### src/rtl/ppm_pkg.sv
package ppm_pkg;
    typedef enum logic [1:0] {
        DST_AMP = 2'b00,
        DST_PHS = 2'b01,
        DST_FRQ = 2'b10,
        DST_POL = 2'b11
    } dest_e;

    typedef enum logic [1:0] {
        DIV_LO0,
        DIV_LO1,
        DIV_HI0,
        DIV_HI1
    } div_e;

    typedef enum logic {
        GT_IDLE,
        GT_RUN
    } gate_e;

    localparam logic [1:0] CFG_GAIN = 2'd0;
    localparam logic [1:0] CFG_ZERO = 2'd1;
    localparam logic [1:0] CFG_KEYE = 2'd2;
    localparam logic [1:0] CFG_KEYA = 2'd3;
endpackage

### src/rtl/ppm_clkdiv.sv
module ppm_clkdiv
    import ppm_pkg::*;
(
    input  logic clk,
    input  logic rst,
    output logic dclk,
    output logic cap
);
    div_e st, st_nx;

    always_ff @(posedge clk) begin
        if (rst) st <= DIV_LO0;
        else     st <= st_nx;
    end

    always_comb begin
        unique case (st)
            DIV_LO0: st_nx = DIV_LO1;
            DIV_LO1: st_nx = DIV_HI0;
            DIV_HI0: st_nx = DIV_HI1;
            DIV_HI1: st_nx = DIV_LO0;
        endcase
    end

    always_comb begin
        dclk = (st == DIV_HI0) || (st == DIV_HI1);
        cap  = (st == DIV_LO1);
    end

    AST_CAP_AT_RISE: assert property (@(posedge clk) disable iff (rst)
        cap |=> $rose(dclk));
    AST_DCLK_HIGH_TWO: assert property (@(posedge clk) disable iff (rst)
        $rose(dclk) |=> dclk);
    AST_DCLK_LOW_TWO: assert property (@(posedge clk) disable iff (rst)
        $fell(dclk) |=> !dclk);
endmodule

### src/rtl/ppm_gate.sv
module ppm_gate
    import ppm_pkg::*;
#(
    parameter int DW = 16,
    parameter int SW = 2,
    localparam int PW = DW + SW
) (
    input  logic          clk,
    input  logic          rst,
    input  logic          cap,
    input  logic          tx_en,
    input  logic          zero_mode,
    input  logic [PW-1:0] port_in,
    output logic [DW-1:0] data_q,
    output dest_e         dest_q,
    output logic          ld
);
    gate_e st, st_nx;

    always_ff @(posedge clk) begin
        if (rst) st <= GT_IDLE;
        else     st <= st_nx;
    end

    always_comb begin
        st_nx = st;
        if (cap) begin
            unique case (st)
                GT_IDLE: st_nx = tx_en ? GT_RUN : GT_IDLE;
                GT_RUN:  st_nx = tx_en ? GT_RUN : GT_IDLE;
            endcase
        end
    end

    always_ff @(posedge clk) begin
        if (rst) begin
            data_q <= '0;
            dest_q <= DST_AMP;
            ld     <= 1'b0;
        end else begin
            ld <= 1'b0;
            if (cap) begin
                if (tx_en) begin
                    data_q <= port_in[PW-1:SW];
                    dest_q <= dest_e'(port_in[SW-1:0]);
                    ld     <= 1'b1;
                end else if (st == GT_RUN && zero_mode) begin
                    data_q <= '0;
                    ld     <= 1'b1;
                end
            end
        end
    end

    AST_IDLE_DEST_KEPT: assert property (@(posedge clk) disable iff (rst)
        (cap && !tx_en) |=> $stable(dest_q));
    AST_HOLD_NO_LOAD: assert property (@(posedge clk) disable iff (rst)
        (cap && !tx_en && !zero_mode) |=> !ld);
    AST_LOAD_ON_CAP: assert property (@(posedge clk) disable iff (rst)
        ld |-> $past(cap));
    AST_ZERO_LOAD: assert property (@(posedge clk) disable iff (rst)
        (cap && !tx_en && zero_mode && st == GT_RUN) |=> (ld && data_q == '0));
endmodule

### src/rtl/ppm_route.sv
module ppm_route
    import ppm_pkg::*;
#(
    parameter int DW = 16,
    parameter int FW = 32,
    parameter int GW = 4,
    localparam int HW = DW / 2
) (
    input  logic          clk,
    input  logic          rst,
    input  logic          ld,
    input  logic [DW-1:0] data,
    input  dest_e         dest,
    input  logic [GW-1:0] gain,
    input  logic          key_en,
    input  logic [DW-1:0] key_amp,
    output logic [FW-1:0] freq_word,
    output logic [DW-1:0] phase_word,
    output logic [DW-1:0] amp_word
);
    logic [FW-1:0] frq_r;
    logic [DW-1:0] phs_r, amp_r;
    logic [FW-1:0] frq_ext;

    assign frq_ext = {{(FW-DW){1'b0}}, data};

    always_ff @(posedge clk) begin
        if (rst) begin
            frq_r <= '0;
            phs_r <= '0;
            amp_r <= '0;
        end else if (ld) begin
            unique case (dest)
                DST_AMP: amp_r <= data;
                DST_PHS: phs_r <= data;
                DST_FRQ: frq_r <= frq_ext << gain;
                DST_POL: begin
                    phs_r <= {data[DW-1:HW], {HW{1'b0}}};
                    amp_r <= {data[HW-1:0], {HW{1'b0}}};
                end
            endcase
        end
    end

    always_comb begin
        freq_word  = frq_r;
        phase_word = phs_r;
        amp_word   = key_en ? key_amp : amp_r;
    end

    AST_FRQ_ONLY: assert property (@(posedge clk) disable iff (rst)
        (ld && dest == DST_FRQ) |=> ($stable(phs_r) && $stable(amp_r)));
    AST_AMP_ONLY: assert property (@(posedge clk) disable iff (rst)
        (ld && dest == DST_AMP) |=> ($stable(phs_r) && $stable(frq_r)));
    AST_FRQ_LOW_ZERO: assert property (@(posedge clk) disable iff (rst)
        (ld && dest == DST_FRQ && gain != '0) |=> (frq_r[0] == 1'b0));
    AST_POL_LOW_BYTES: assert property (@(posedge clk) disable iff (rst)
        (ld && dest == DST_POL) |=> (phs_r[HW-1:0] == '0 && amp_r[HW-1:0] == '0));
    AST_NO_LOAD_STILL: assert property (@(posedge clk) disable iff (rst)
        !ld |=> ($stable(frq_r) && $stable(phs_r) && $stable(amp_r)));
endmodule

### src/rtl/ppm_router.sv
module ppm_router
    import ppm_pkg::*;
#(
    parameter int DW = 16,
    parameter int SW = 2,
    parameter int FW = 32,
    parameter int GW = 4,
    parameter int AW = 2,
    localparam int PW = DW + SW
) (
    input  logic          clk,
    input  logic          rst,
    input  logic [PW-1:0] port_in,
    input  logic          tx_en,
    input  logic          cfg_we,
    input  logic [AW-1:0] cfg_addr,
    input  logic [DW-1:0] cfg_wdata,
    output logic          dclk,
    output logic [FW-1:0] freq_word,
    output logic [DW-1:0] phase_word,
    output logic [DW-1:0] amp_word
);
    logic [GW-1:0] gain_r;
    logic          zero_r, keye_r;
    logic [DW-1:0] keya_r;
    logic          cap, ld;
    logic [DW-1:0] data_q;
    dest_e         dest_q;

    always_ff @(posedge clk) begin
        if (rst) begin
            gain_r <= '0;
            zero_r <= 1'b0;
            keye_r <= 1'b0;
            keya_r <= '0;
        end else if (cfg_we) begin
            unique case (cfg_addr)
                CFG_GAIN: gain_r <= cfg_wdata[GW-1:0];
                CFG_ZERO: zero_r <= cfg_wdata[0];
                CFG_KEYE: keye_r <= cfg_wdata[0];
                CFG_KEYA: keya_r <= cfg_wdata;
            endcase
        end
    end

    ppm_clkdiv u_div (
        .clk  (clk),
        .rst  (rst),
        .dclk (dclk),
        .cap  (cap)
    );

    ppm_gate #(.DW(DW), .SW(SW)) u_gate (
        .clk       (clk),
        .rst       (rst),
        .cap       (cap),
        .tx_en     (tx_en),
        .zero_mode (zero_r),
        .port_in   (port_in),
        .data_q    (data_q),
        .dest_q    (dest_q),
        .ld        (ld)
    );

    ppm_route #(.DW(DW), .FW(FW), .GW(GW)) u_route (
        .clk        (clk),
        .rst        (rst),
        .ld         (ld),
        .data       (data_q),
        .dest       (dest_q),
        .gain       (gain_r),
        .key_en     (keye_r),
        .key_amp    (keya_r),
        .freq_word  (freq_word),
        .phase_word (phase_word),
        .amp_word   (amp_word)
    );

    AST_KEY_WINS: assert property (@(posedge clk) disable iff (rst)
        (cfg_we && cfg_addr == CFG_KEYE && cfg_wdata[0]) |=> (amp_word == keya_r));
endmodule

### config.mk
export PLATFORM = sky130hd
export DESIGN_NAME = ppm_router
export DESIGN_NICKNAME = d
export VERILOG_FILES = /design/src/rtl/ppm_pkg.sv /design/src/rtl/ppm_clkdiv.sv /design/src/rtl/ppm_gate.sv /design/src/rtl/ppm_route.sv /design/src/rtl/ppm_router.sv
export SDC_FILE = /design/constraint.sdc
export NUM_CORES = 1
export LEC_CHECK = 0
export ABC_AREA = 0
export BUFFER_PORTS_ARGS = -buffer_cell sky130_fd_sc_hd__buf_2
export CORE_MARGIN = 5
export CORE_UTILIZATION = 49
export DETAILED_ROUTE_END_ITERATION = 10
export PLACE_DENSITY = 0.8
export SKIP_LAST_GASP = 1
export SLEW_MARGIN = 5
export SYNTH_ARGS = -nofsm -noshare
export SYNTH_HDL_FRONTEND = slang
export SYNTH_SLANG_ARGS = --single-unit
export TNS_END_PERCENT = 50
### constraint.sdc
create_clock -name clk -period 1.8 [get_ports clk]
set_input_delay 0.09 -clock clk [delete_from_list [all_inputs] [get_ports clk]]
set_output_delay 0.09 -clock clk [all_outputs]
set_load 0.01 [all_outputs]
==> impl_metrics.json <==
{
  "drv_cap": 0,
  "insertion_delay_ns": 0.37,
  "grt_pass1_vias": 4589,
  "firstDrtPassIters": 5,
  "power_density_nw_per_um2": 749,
  "io_buffers": 103,
  "grt_overflow": 0,
  "fin_crit_ns": 1.79,
  "hp-class": "input port to register",
  "layout_commonest_cell": "dfxtp_1",
  "drv_slew": 0,
  "maxSlewHeadroom_pct": 57.7,
  "mostFrequentLayoutCells": "106 x dfxtp_1, 103 x buf_2, 101 x nand2_1",
  "antenna_left": 0,
  "grt_pass1_wl_mm": 24.2,
  "die_h_um": 111,
  "p_leak_nw": 2.59,
  "nFillCells": 833,
  "drive_above_1_share_pct": 27.7,
  "cts_max_level": 3,
  "cts_tree": "built",
  "fin_area_sq_um": 6430,
  "numCtsBuffers": 9,
  "critPathArrivalTime_ns": 2.06,
  "multi_input_area_sq_um": 2670,
  "fin_cells": 844,
  "cts_root_buffer": "clkbuf_8",
  "dieWidth_um": 111,
  "syn_area_per_cell_sq_um": 8.90,
  "core_area_sq_um": 10100,
  "hold_violations": 0,
  "synth.ff_latch_count": 107,
  "drc": 0,
  "clk_pin_slew_ns": 0.10,
  "via_count": 4711,
  "finalCritPeriodShare_pct": 99.5,
  "yosys_warnings": 0,
  "status": "finished clean",
  "maxClockFrequency_mhz": 558,
  "wl_mm": 15.0,
  "rows": 37,
  "ys_types": 47,
  "worstSetupEndpointType": "register",
  "cts.sinks": 107,
  "crit_type": "register to register",
  "dp_cells": 793,
  "antenna_cells": 0,
  "start_util_pct": 49.5,
  "drtIter0Drc": 480,
  "area_delta_synth_final_pct": 28.1,
  "netlist_area_sq_um": 5020,
  "fin_util_pct": 63.5,
  "post_drt_wl_per_cell_um": 17.7,
  "yosysSeqAreaShare_pct": 42.7,
  "rsz0062_at_grt": "yes",
  "fin_setup_tns_ns": 0,
  "crit_required_ns": 2.07,
  "antenna_found_initial": 0,
  "whs_ns": 0.0192,
  "grt_max_degree": 50,
  "seqCellArea_sq_um": 2150,
  "tightest_slew_ns": 0.633,
  "setup-violations-final": 0,
  "grt.total_usage_pct": 24.0,
  "finalNetCount": 751,
  "fin_skew_ns": 0.0104,
  "cts.path.max_buffers": 2,
  "fp.dieArea_sq_um": 12400,
  "dpl_cell_area_sq_um": 5800,
  "gp_congestion": 0.870,
  "hpwl_mm": 10.6,
  "start_kind": "register",
  "syn_inst": 564,
  "ios": 105,
  "worstPathMaxFanout": 6,
  "peakVddDrop_mv": 0.442,
  "synth_nets": 611,
  "vias_per_cell": 5.58
}
==> critical path: stages, from the launching register on <==
cell and delay, ns:
dfxtp_4 0.38, buf_12 0.12, mux4_2 0.56, mux2_4 0.30, a221oi_2 0.25, nor3_1 0.07
==> cell families (layout without fill, tap and decap cells) <==
kind of cell,Yosys count,after routing,synth area share (%)
compound gates,120,120,15.2
buf+inv,51,195,4.76
simple gates,209,209,18.2
other cells,1,1,0.0747
fa+ha+maj,7,7,1.74
flops,107,107,42.7
mux,69,69,17.4
==> power breakdown <==
group / internal, mW / leakage [nW] / switching (mW) / total, mW
Combinational: 0.277 / 1.61 / 0.294 / 0.571
Sequential: 2.42 / 0.867 / 0.0689 / 2.49
Clock: 0.924 / 0.120 / 0.829 / 1.75
Total: 3.62 / 2.59 / 1.19 / 4.82
==> timing repair <==
action	CTS	global route
buffers inserted	0	4
endpoints found under the setup margin	2	20
pin swaps	1	2
cloned	0	0
hold buffers	32	0
resized for setup	3	7
endpoints found under the hold margin	34	0
==> synthesized netlist by cell type (all sizes together) <==
| library cell | n | area share (%) |
|---|---|---|
| buf | 12 | 1.8 |
| nor2b | 12 | 1.5 |
| dfxtp | 107 | 43 |
| and3 | 3 | 0.37 |
| nor3b | 4 | 0.60 |
| a221oi | 2 | 0.47 |
| mux4 | 12 | 5.4 |
| nor3 | 4 | 0.40 |
| o21a | 2 | 0.30 |
| nand2b | 3 | 0.37 |
| or2 | 2 | 0.25 |
| conb | 1 | 0.075 |
| o22ai | 2 | 0.25 |
| and4 | 1 | 0.17 |
| nor2 | 61 | 4.6 |
| clkbuf | 33 | 2.5 |
| and2 | 5 | 0.62 |
| mux2i | 35 | 7.0 |
| nor4b | 1 | 0.17 |
| or3 | 1 | 0.12 |
| o21ai | 10 | 1.0 |
| a22oi | 25 | 3.7 |
| o31a | 1 | 0.17 |
| a31oi | 2 | 0.25 |
| mux2 | 22 | 5.0 |
| a211oi | 11 | 1.6 |
| o211ai | 1 | 0.15 |
| a2111oi | 1 | 0.17 |
| a21oi | 52 | 5.2 |
| nand2 | 101 | 7.6 |
| nand3b | 8 | 1.2 |
| nand3 | 3 | 0.30 |
| inv | 6 | 0.45 |
| o221ai | 6 | 1.0 |
| ha | 7 | 1.7 |
| a21o | 2 | 0.30 |
| a2bb2oi | 3 | 0.52 |
==> stage by stage <==
stage	worst slack, ns	power (mW)
floorplan	0.0626	2.84
global placement	-0.0469	3.02
detailed placement	-0.113	3.04
CTS	-0.00406	4.82
global route	-0.0556	5.01
finish	0.00854	4.82
==> routing by layer <==
| metal | GRT usage, % | up-vias | wire, um |
|---|---|---|---|
| met2 | 39.1 | 191 | 7130 |
| met3 | 4.64 | 27 | 858 |
| met4 | 7.22 | 0 | 312 |
| met5 | 0 | - | 0 |
| li1 | - | 2250 | - |
| met1 | 32.4 | 2243 | 6680 |
==> worst paths after layout <==
check / depth (start not counted) / startpoint / to / slack [ns]
worst max-delay path: 5 / gain_r[1] / u_route.freq_word[21] / 0.009
worst min register to register: 2 / u_route.amp_r[2] / u_route.amp_r[2] / 0.46
worst max register to register: 5 / gain_r[1] / u_route.freq_word[21] / 0.009
worst min-delay path: 3 / port_in[5] / u_gate.data_q[3] / 0.02
==> registers in the layout, summed over array words and instances (netlist names) <==
name                flops
gain_r                  4
keye_r                  1
u_route.amp_r          16
u_gate.ld               1
u_route.phase_word     16
u_div.st                2
u_gate.dest_q           2
u_gate.data_q          16
keya_r                 16
u_route.freq_word      31
u_gate.st               1
zero_r                  1
==> area by class of cell <==
| cell class | instances | share of cell area (%) |
|---|---|---|
| multi-input cells | 406 | 41.5 |
| well taps | 136 | 2.64 |
| repair buffers | 174 | 18.5 |
| clock inverters | 6 | 1.75 |
| clock buffers | 9 | 1.93 |
| inverters | 6 | 0.350 |
| flip-flops and latches | 107 | 33.4 |
Power figures use the tool's default switching activity.
